### config.mk
export PLATFORM = sky130hd
export DESIGN_NAME = i2c_regrd_master
export DESIGN_NICKNAME = d
export VERILOG_FILES = /design/src/rtl/i2c_rr_pkg.sv /design/src/rtl/i2c_rr_tick.sv /design/src/rtl/i2c_rr_seq.sv /design/src/rtl/i2c_regrd_master.sv
export SDC_FILE = /design/constraint.sdc
export NUM_CORES = 1
export LEC_CHECK = 0
export ABC_AREA = 0
export ABC_CLOCK_PERIOD_IN_PS = 4500
export BUFFER_PORTS_ARGS = -buffer_cell sky130_fd_sc_hd__buf_2
export CAP_MARGIN = 20
export CORE_AREA = 2 2 99 101
export CTS_CLUSTER_DIAMETER = 40
export DETAILED_ROUTE_END_ITERATION = 10
export DIE_AREA = 0 0 101 103
export HOLD_SLACK_MARGIN = 0.03
export PLACE_DENSITY = 0.62
export SKIP_CTS_REPAIR_TIMING = 1
export SYNTH_ARGS = -nofsm -noshare
export SYNTH_HDL_FRONTEND = slang
export SYNTH_SLANG_ARGS = --single-unit
### constraint.sdc
create_clock -name clk -period 4.5 [get_ports clk]
set_clock_uncertainty 0.15 [all_clocks]
set_input_delay 0.225 -clock clk [delete_from_list [all_inputs] [get_ports clk]]
set_output_delay 0.225 -clock clk [all_outputs]
set_load 0.02 [all_outputs]
### src/rtl/i2c_rr_pkg.sv
package i2c_rr_pkg;

    typedef enum logic [2:0] {
        ST_START = 3'd0,
        ST_ADW   = 3'd1,
        ST_REG   = 3'd2,
        ST_RST   = 3'd3,
        ST_ADR   = 3'd4,
        ST_MSB   = 3'd5,
        ST_LSB   = 3'd6,
        ST_STOP  = 3'd7
    } step_e;

    typedef struct packed {
        logic        busy;
        step_e       step;
        logic [1:0]  ph;
        logic [3:0]  bitn;
        logic [6:0]  addr;
        logic [7:0]  idx;
        logic [15:0] shreg;
        logic        fail;
        logic        scl_oe;
        logic        sda_oe;
        logic        done;
        logic        err;
        logic [15:0] data;
    } seq_s;

endpackage

### src/rtl/i2c_rr_tick.sv
module i2c_rr_tick #(
    parameter int QTR_CYC = 125
) (
    input  logic clk,
    input  logic rst_n,
    input  logic run_i,
    output logic tick_o
);
    localparam int CW = (QTR_CYC > 1) ? $clog2(QTR_CYC) : 1;
    localparam logic [CW-1:0] LAST = CW'(QTR_CYC - 1);

    logic [CW-1:0] cnt_d, cnt_q;

    assign tick_o = run_i && (cnt_q == LAST);

    always_comb begin
        cnt_d = cnt_q;
        if (!run_i)
            cnt_d = '0;
        else if (tick_o)
            cnt_d = '0;
        else
            cnt_d = cnt_q + 1'b1;
    end

    always_ff @(posedge clk or negedge rst_n) begin
        if (!rst_n)
            cnt_q <= '0;
        else
            cnt_q <= cnt_d;
    end

    AST_TICK_CNT_RANGE: assert property (@(posedge clk) disable iff (!rst_n)
        cnt_q <= LAST);
    AST_TICK_IDLE_CLEAR: assert property (@(posedge clk) disable iff (!rst_n)
        !run_i |=> (cnt_q == '0));

endmodule

### src/rtl/i2c_rr_seq.sv
module i2c_rr_seq
    import i2c_rr_pkg::*;
(
    input  logic        clk,
    input  logic        rst_n,
    input  logic        tick_i,
    input  logic        start_i,
    input  logic [6:0]  addr_i,
    input  logic [7:0]  reg_i,
    input  logic        sda_i,
    output logic        busy_o,
    output logic [15:0] data_o,
    output logic        done_o,
    output logic        err_o,
    output logic        scl_oe_o,
    output logic        sda_oe_o
);
    seq_s       d, q;
    step_e      ns;
    logic [3:0] nb;
    logic [1:0] np;
    logic       ent;
    logic [7:0] txb;
    logic       is_tx, is_rx;

    assign is_tx = (q.step == ST_ADW) || (q.step == ST_REG) || (q.step == ST_ADR);
    assign is_rx = (q.step == ST_MSB) || (q.step == ST_LSB);

    always_comb begin
        d   = q;
        d.done = 1'b0;
        ns  = q.step;
        nb  = q.bitn;
        np  = q.ph;
        ent = 1'b0;
        if (!q.busy) begin
            if (start_i) begin
                d.busy  = 1'b1;
                d.addr  = addr_i;
                d.idx   = reg_i;
                d.fail  = 1'b0;
                d.shreg = '0;
                ns  = ST_START;
                nb  = '0;
                np  = 2'd0;
                ent = 1'b1;
            end
        end else if (tick_i) begin
            np  = q.ph + 2'd1;
            ent = 1'b1;
            if (q.ph == 2'd2) begin
                if (is_tx && q.bitn == 4'd8 && sda_i)
                    d.fail = 1'b1;
                if (is_rx && q.bitn != 4'd8)
                    d.shreg = {q.shreg[14:0], sda_i};
            end
            if (q.ph == 2'd3) begin
                if (q.step == ST_STOP) begin
                    d.busy   = 1'b0;
                    d.done   = 1'b1;
                    d.err    = q.fail;
                    d.data   = q.fail ? 16'h0000 : q.shreg;
                    d.scl_oe = 1'b0;
                    d.sda_oe = 1'b0;
                    ent      = 1'b0;
                end else if (q.step == ST_START || q.step == ST_RST) begin
                    ns = step_e'(q.step + 3'd1);
                    nb = '0;
                end else if (q.bitn != 4'd8) begin
                    nb = q.bitn + 4'd1;
                end else if (is_tx && q.fail) begin
                    ns = ST_STOP;
                    nb = '0;
                end else begin
                    ns = step_e'(q.step + 3'd1);
                    nb = '0;
                end
            end
        end

        case (ns)
            ST_ADW:  txb = {q.addr, 1'b0};
            ST_ADR:  txb = {q.addr, 1'b1};
            default: txb = q.idx;
        endcase

        if (ent) begin
            d.step = ns;
            d.bitn = nb;
            d.ph   = np;
            case (ns)
                ST_START, ST_RST: begin
                    d.scl_oe = (np == 2'd0) && (ns == ST_RST);
                    d.sda_oe = np[1];
                end
                ST_STOP: begin
                    d.scl_oe = !np[1];
                    if (np == 2'd1)
                        d.sda_oe = 1'b1;
                    else if (np == 2'd3)
                        d.sda_oe = 1'b0;
                end
                ST_MSB, ST_LSB: begin
                    d.scl_oe = !np[1];
                    if (np == 2'd1)
                        d.sda_oe = (nb == 4'd8) && (ns == ST_MSB);
                end
                default: begin
                    d.scl_oe = !np[1];
                    if (np == 2'd1)
                        d.sda_oe = (nb == 4'd8) ? 1'b0 : !txb[3'd7 - nb[2:0]];
                end
            endcase
        end
    end

    always_ff @(posedge clk or negedge rst_n) begin
        if (!rst_n) begin
            q <= '{busy: 1'b0, step: ST_START, ph: 2'd0, bitn: 4'd0,
                   addr: 7'd0, idx: 8'd0, shreg: 16'd0, fail: 1'b0,
                   scl_oe: 1'b0, sda_oe: 1'b0, done: 1'b0, err: 1'b0,
                   data: 16'd0};
        end else begin
            q <= d;
        end
    end

    assign busy_o   = q.busy;
    assign data_o   = q.data;
    assign done_o   = q.done;
    assign err_o    = q.err;
    assign scl_oe_o = q.scl_oe;
    assign sda_oe_o = q.sda_oe;

    AST_IDLE_RELEASED: assert property (@(posedge clk) disable iff (!rst_n)
        !q.busy |-> (!q.scl_oe && !q.sda_oe));
    AST_START_FALL: assert property (@(posedge clk) disable iff (!rst_n)
        (!q.scl_oe && !$past(q.scl_oe) && q.sda_oe && !$past(q.sda_oe))
        |-> (q.step == ST_START || q.step == ST_RST));
    AST_STOP_RISE: assert property (@(posedge clk) disable iff (!rst_n)
        (!q.scl_oe && !$past(q.scl_oe) && !q.sda_oe && $past(q.sda_oe))
        |-> (q.step == ST_STOP));
    AST_NO_DUAL_EDGE: assert property (@(posedge clk) disable iff (!rst_n)
        !$stable(q.scl_oe) |-> $stable(q.sda_oe));
    AST_DONE_PULSE: assert property (@(posedge clk) disable iff (!rst_n)
        q.done |=> !q.done);
    AST_RESULT_HOLD: assert property (@(posedge clk) disable iff (!rst_n)
        !q.done |-> ($stable(q.data) && $stable(q.err)));
    AST_BUSY_IGNORE: assert property (@(posedge clk) disable iff (!rst_n)
        (q.busy && start_i) |=> ($stable(q.addr) && $stable(q.idx)));
    AST_BIT_RANGE: assert property (@(posedge clk) disable iff (!rst_n)
        q.bitn <= 4'd8);

endmodule

### src/rtl/i2c_regrd_master.sv
module i2c_regrd_master #(
    parameter int QTR_CYC = 125
) (
    input  logic        clk,
    input  logic        rst_n,
    input  logic        start_i,
    input  logic [6:0]  addr_i,
    input  logic [7:0]  reg_i,
    output logic [15:0] data_o,
    output logic        done_o,
    output logic        err_o,
    output logic        scl_oe_o,
    output logic        sda_oe_o,
    input  logic        sda_i
);
    logic busy;
    logic tick;

    i2c_rr_tick #(.QTR_CYC(QTR_CYC)) u_tick (
        .clk    (clk),
        .rst_n  (rst_n),
        .run_i  (busy),
        .tick_o (tick)
    );

    i2c_rr_seq u_seq (
        .clk      (clk),
        .rst_n    (rst_n),
        .tick_i   (tick),
        .start_i  (start_i),
        .addr_i   (addr_i),
        .reg_i    (reg_i),
        .sda_i    (sda_i),
        .busy_o   (busy),
        .data_o   (data_o),
        .done_o   (done_o),
        .err_o    (err_o),
        .scl_oe_o (scl_oe_o),
        .sda_oe_o (sda_oe_o)
    );

endmodule

==> summary.md, run 1 <==
| Metric | Value |
|---|---|
| Run status | `complete, no violations` |
| Initial DRC Count | `170` |
| Internal Power | `1040 uW` |
| WP data required | `4.62 ns` |
| Pleak | `0.00202 uW` |
| Antenna Violating Nets Remaining | `0` |
| Gpl congestion | `0.820` |
| Pin count of the biggest net entering global routing | `36` |
| HPWL after DPL | `5.29 mm` |
| CP arrival | `3.95 ns` |
| Yosys reg bits | `69` |
| Die span in y | `just over 100 um` |
| Unique masters post-synth | `55` |
| Clock net sink count | `69` |
| Max Fclk | `~260 MHz` |
| First-pass GRT wire length | `~12 mm` |
| Die footprint | `10,400 um^2` |
| Core region area | `9460 um^2` |
| IO Port Bufs | `38` |
| Net Sw Frac | `30.0%` |
| CP endpoint kind | `flip-flop` |
| Netlist Area Pre-Place | `3670 um^2` |
| Synth-to-Final Area Change | `13.6%` |
| Pre-CTS WS | `0.697 ns` |
| Slew Limit Headroom | `37.1%` |
| Congestion Overflow GR | `0` |
| CTS root buffer | `clkbuf_8` |
| RSZ-0062 raised after global routing | `false` |
| Setup_tns | `0 ns` |
| Post-synthesis sequential area ratio | `47.1%` |
| # diodes | `0` |
| Syn Area/Cell | `8.88 um^2` |
| DIE WIDTH | `101 um` |
| Maximum VDD drop | `approximately 200 uV` |
| Clk pwr share | `a little under a third` |
| Overall Power | `1480 uW` |
| Slew @ Worst Pin | `0.943 ns` |
| WL/cell | `13.3 um` |
| WS Path Type | `reg -> reg` |
| P_sw | `roughly 440 uW` |
| Power per standard cell area | `356 nW/um^2` |
| FFs w/ async S/R, synth | `100%` |
| Final period utilization | `85.2%` |
| Seq pwr share | `51.4%` |
| Area after DPL | `roughly 3800 um^2` |
| Worst hold path class | `in -> reg` |
| Reg clk slew, reported paths | `0.07 ns` |
| Slew Viols, Final | `0` |
| Final instance area | `~4200 um^2` |
| Most used DFF post-synth | `dfrtp_1` |
| Initial Util | `38.8%` |
| Synthesized net count | `roughly 440` |
| Final WS setup | `~0.67 ns` |
| Global-route usage over all layers | `15.1%` |
| Gate power share | `about 18%` |
| Critical Path Fanout Max | `7` |
| I/O Pins | `39` |
| Final Routed Wirelength | `7.57 mm` |
| Fin. Hold Viols | `0` |
| Minimum clock period | `3.83 ns` |
| Final setup viols | `0` |
| Floorplan row count | `36` |
| Commonest cells after routing, fill and taps aside | `115 x nand2_1, 69 x dfrtp_1, 42 x o21ai_0` |
| Number of synthesized flops with an enable pin | `0` |
| Post-DR vias/cell | `4.99` |
| H-Tree Depth | `3` |
| Syn. warnings | `0` |
| Proportion of layout cells with a drive suffix above 1 | `15.4%` |
| Vias | `2,836` |
| Residual DRC | `0` |
| Max-cap violation count | `0` |
| Antenna violations before repair | `0` |
| Dominant cell type by area after synthesis | `dfrtp_1` |
| Cells after Synth | `413` |
| Top-area cell type share of the netlist area | `47.1%` |
| Net count, final | `480` |
| Final Util | `44.0%` |
| Area contributors post-synth | `dfrtp_1 47%, nand2_1 12%, o21ai_0 5.7%` |
| Clock latency on the worst-skew pair | `about 0.34 ns` |
| Vias in the first global route | `around 2,600` |
| Drt first pass iters | `4` |
| Reg2reg setup slack | `roughly 0.67 ns` |
| Startpoint Class | `flip-flop` |
| CTS Buffer Depth | `2` |
| Number of buffers created by CTS | `9` |
| CTS tree | `done` |
| Commonest non-fill, non-tap cell in the layout | `nand2_1` |
routing by layer:
metal / global-route usage (%) / vias up / wire [um]
met3: 3.19 / 10 / 308
met1: 19.3 / 1319 / 3410
met4: 4.68 / 0 / 120
met5: 0 / - / 0
met2: 25.9 / 61 / 3730
li1: - / 1446 / -
area by class of cell:
cell class | count | area [um^2]
clock buffers | 12 | 155
clock inverters | 4 | 22.5
fillers | 921 | 5290
inverters | 14 | 52.6
multi-input cells | 296 | 1680
flip-flops and latches | 69 | 1730
well taps | 114 | 143
repair buffers | 59 | 388
cell usage after synthesis (3+ instances only):
cell	count
nor3_1	3
nor2b_1	3
o21ai_0	42
clkbuf_1	14
nor2_1	18
xor2_1	4
dfrtp_1	69
nand2b_1	17
a21oi_1	9
buf_4	18
nand2_1	115
mux2i_1	6
nor3b_1	3
nand3_1	14
inv_1	13
and2_1	4
ha_1	12
a211oi_1	3
worst max-delay path, stage by stage, from the launching register on:
cell and delay [ns]:
dfrtp_1 0.45, ha_1 0.26, ha_1 0.22, nand2b_1 0.17
or3_4 0.36, a2111o_1 0.29, o211a_1 0.24, xnor2_2 0.26
or2_1 0.29, mux2_4 0.33, o221a_1 0.22, o41ai_1 0.35
a32o_1 0.17
power by group through the flow:
stage | combinational (uW) | clock [uW] | sequential, uW
2_1_floorplan | 190 | 0 | 759
3_3_place_gp | 247 | 0 | 769
3_5_place_dp | 255 | 0 | 774
4_1_cts | 256 | 472 | 762
5_1_grt | 304 | 495 | 773
6_report | 263 | 457 | 761
path summary, 6_finish.rpt:
kind | from | end | depth (start not counted)
worst min register to register | u_seq.data_o[12]$_DFFE_PN0P_ | u_seq.data_o[12]$_DFFE_PN0P_ | 2
max in group asynchronous | rst_n | u_seq.q[45]$_DFFE_PN0P_ | 3
min in group asynchronous | rst_n | u_tick.cnt_q[3]$_DFF_PN0_ | 2
worst min-delay path | sda_i | u_seq.q[21]$_DFFE_PN0P_ | 3
worst max register to register | u_seq.q[58]$_DFFE_PN0P_ | u_seq.sda_oe_o$_DFF_PN0_ | 12
worst max-delay path | u_seq.q[58]$_DFFE_PN0P_ | u_seq.sda_oe_o$_DFF_PN0_ | 12
state kept, by name (all words and copies together), names as in the netlist:
signal          cells
u_seq.scl_oe_o      1
u_tick.cnt_q        7
u_seq.q            41
u_seq.err_o         1
u_seq.done_o        1
u_seq.data_o       16
u_seq.sda_oe_o      1
u_seq.busy_o        1
kinds of logic (layout without fill, tap and decap cells):
kind of cell,after synthesis,in the layout,share of synthesized area [%]
xor gates and xnor gates,7,7,1.88
muxes,7,7,2.05
adders and majority gates,12,12,4.09
buffers and inverters,48,89,7.16
AOI/OAI and AO/OA,77,77,13.5
and+or+nand+nor,193,193,24.2
DFF,69,69,47.1
through the flow:
step                hold slack (ns)  cells
floorplan                    -0.221    413
global placement              0.198    536
detailed placement            0.203    536
CTS                          -0.167    552
global route                 0.0302    568
finish                       0.0197    568
Power figures use the tool's default switching activity.
==> inputs of run 2 (changes only) <==
Settings changed: ABC_AREA 0 to default, CORE_AREA 2 2 99 101 to 2 2 89 91, DIE_AREA 0 0 101 103 to 0 0 91 93, PLACE_DENSITY 0.62 to 0.73, REMOVE_ABC_BUFFERS from default to 1.
==> run 2 against run 1 <==
Compared with the run above:
- first-iteration DRC count increased by 0.59%
- register-to-register slack hardly changed
- fmax increased by 0.19%
- sequential cell count is the same
==> summary.md, run 2 (same netlist as run 1, synthesis figures left out) <==
| Metric | Value |
|---|---|
| Startpoint Class | `flip-flop` |
| Slew Viols, Final | `0` |
| Pleak | `0.00203 uW` |
| Die span in y | `93 um` |
| Die footprint | `8460 um^2` |
| Hold_sp | `start_i` |
| FF-to-FF End | `u_seq.sda_oe_o$_DFF_PN0_` |
| Run status | `complete, no violations` |
| Hold WS | `0.119 ns` |
| Residual DRC | `0` |
| CP endpoint kind | `flip-flop` |
| Max FFs per register | `41` |
| WP data required | `4.63 ns` |
| Reg2reg setup slack | `0.68 ns` |
| Final instance area | `around 4200 um^2` |
| Antenna Violating Nets Remaining | `0` |
| CTS tree | `done` |
| Vias in the first global route | `2,707` |
| Vias | `2,869` |
| Post-DR vias/cell | `5.15` |
| Final period utilization | `85.0%` |
| Core region area | `7530 um^2` |
| Area after DPL | `~3800 um^2` |
| Initial DRC Count | `about 170` |
| CTS root buffer | `clkbuf_8` |
| Final Routed Wirelength | `7.53 mm` |
| WS Path Type | `reg -> reg` |
| Minimum clock period | `around 3.8 ns` |
| CP arrival | `3.96 ns` |
| Clock net sink count | `69` |
| Gpl congestion | `between 0.8 and 0.9` |
| Gate power share | `roughly 17%` |
| Number of buffers created by CTS | `9` |
| Congestion Overflow GR | `0` |
| Synth-to-Final Area Change | `14.0%` |
| Worst hold path class | `in -> reg` |
| Critical Path Fanout Max | `7` |
| HPWL after DPL | `5.12 mm` |
| Drt first pass iters | `4` |
| # diodes | `0` |
| Final setup viols | `0` |
| Maximum VDD drop | `~200 uV` |
| DIE WIDTH | `91 um` |
| Internal Power | `1070 uW` |
| P_sw | `464 uW` |
| Pin count of the biggest net entering global routing | `a little over 50` |
| Floorplan row count | `32` |
| FILL cells | `715` |
| Net Sw Frac | `a little under a third` |
| Worst reg2reg path depth | `12` |
| Commonest cells after routing, fill and taps aside | `115 x nand2_1, 69 x dfrtp_1, 42 x o21ai_0` |
| Antenna violations before repair | `0` |
| CTS Buffer Depth | `2` |
| Biggest register | `u_seq.q` |
| Final Util | `55.6%` |
| Global-route usage over all layers | `18.9%` |
| H-Tree Depth | `3` |
| Hold path endpoint | `u_seq.busy_o$_DFF_PN0_` |
| Fin. Hold Viols | `0` |
| IO Port Bufs | `38` |
| Setup_tns | `0 ns` |
| Cell depth of the worst hold path | `3` |
| Clk pwr share | `33.1%` |
| Seq pwr share | `roughly half` |
| Slew @ Worst Pin | `0.953 ns` |
| Initial Util | `48.7%` |
| Slew Limit Headroom | `36.5%` |
| Clock latency on the worst-skew pair | `roughly 0.34 ns` |
| Max Fclk | `261 MHz` |
| RR Startpoint | `u_seq.q[58]$_DFFE_PN0P_` |
| Reg clk slew, reported paths | `0.08 ns` |
| RSZ-0062 raised after global routing | `false` |
| Net count, final | `481` |
| First-pass GRT wire length | `12.7 mm` |
| Power per standard cell area | `between 300 and 400 nW/um^2` |
| Proportion of layout cells with a drive suffix above 1 | `15.6%` |
| WL/cell | `approximately 14 um` |
| Commonest non-fill, non-tap cell in the layout | `nand2_1` |
| Max-cap violation count | `0` |
| I/O Pins | `39` |
run 2: cell types whose count changed in the layout (fill, tap and decap cells not counted), sizes merged:
cell         change
bufinv           +1
inv              +1
clkbuf           -3
clkinv           +2
clkinvlp         -1
dlygate4sd3      +1
run 2: worst max-delay path, cell delays in order (launching register included):
cell and delay, ns:
dfrtp_1 0.45, ha_1 0.25, ha_1 0.22, nand2b_1 0.16, or3_4 0.36, a2111o_1 0.29
o211a_1 0.23, xnor2_2 0.28, or2_1 0.30, mux2_4 0.32, o221a_1 0.22, o41ai_1 0.36
a32o_1 0.17
run 2: area by class of cell:
cell class | count | area, um^2 | area share (%)
clock buffers | 9 | 124 | 2.96
clock inverters | 7 | 75.1 | 1.79
inverters | 14 | 52.6 | 1.26
multi-input cells | 296 | 1680 | 40.1
flip-flops and latches | 69 | 1730 | 41.3
well taps | 102 | 128 | 3.05
repair buffers | 60 | 398 | 9.51
run 2: worst max-delay path by stage:
stage	cells after the start	start	end
floorplan	12	u_seq.q[58]$_DFFE_PN0P_	u_seq.sda_oe_o$_DFF_PN0_
global placement	12	u_seq.q[58]$_DFFE_PN0P_	u_seq.sda_oe_o$_DFF_PN0_
detailed placement	12	u_seq.q[58]$_DFFE_PN0P_	u_seq.sda_oe_o$_DFF_PN0_
CTS	12	u_seq.q[58]$_DFFE_PN0P_	u_seq.sda_oe_o$_DFF_PN0_
global route	12	u_seq.q[58]$_DFFE_PN0P_	u_seq.sda_oe_o$_DFF_PN0_
finish	12	u_seq.q[58]$_DFFE_PN0P_	u_seq.sda_oe_o$_DFF_PN0_
run 2: power by group through the flow:
stage / registers [uW] / clock network (uW) / logic (uW)
2_1_floorplan: 759 / 0 / 185
3_3_place_gp: 770 / 0 / 245
3_5_place_dp: 772 / 0 / 252
4_1_cts: 760 / 517 / 256
5_1_grt: 774 / 554 / 305
6_report: 760 / 507 / 265
run 2: routing by layer:
metal  global-route usage [%]  part of all wire (%)  up-vias  routed length (um)
met5                        0                     0        -                   0
met4                     8.71                   1.9        0                 145
met3                     3.71                   3.3       14                 249
met2                     30.3                    49       66                3650
met1                     24.9                    46     1343                3480
li1                         -                     -     1446                   -
run 2: metrics by stage:
stage / power (uW) / setup slack, ns / instances
finish: 1530 / 0.675 / 557
global route: 1630 / 0.482 / 557
CTS: 1530 / 0.688 / 540
detailed placement: 1020 / 0.735 / 524
global placement: 1010 / 0.783 / 524
floorplan: 944 / 0.974 / 379
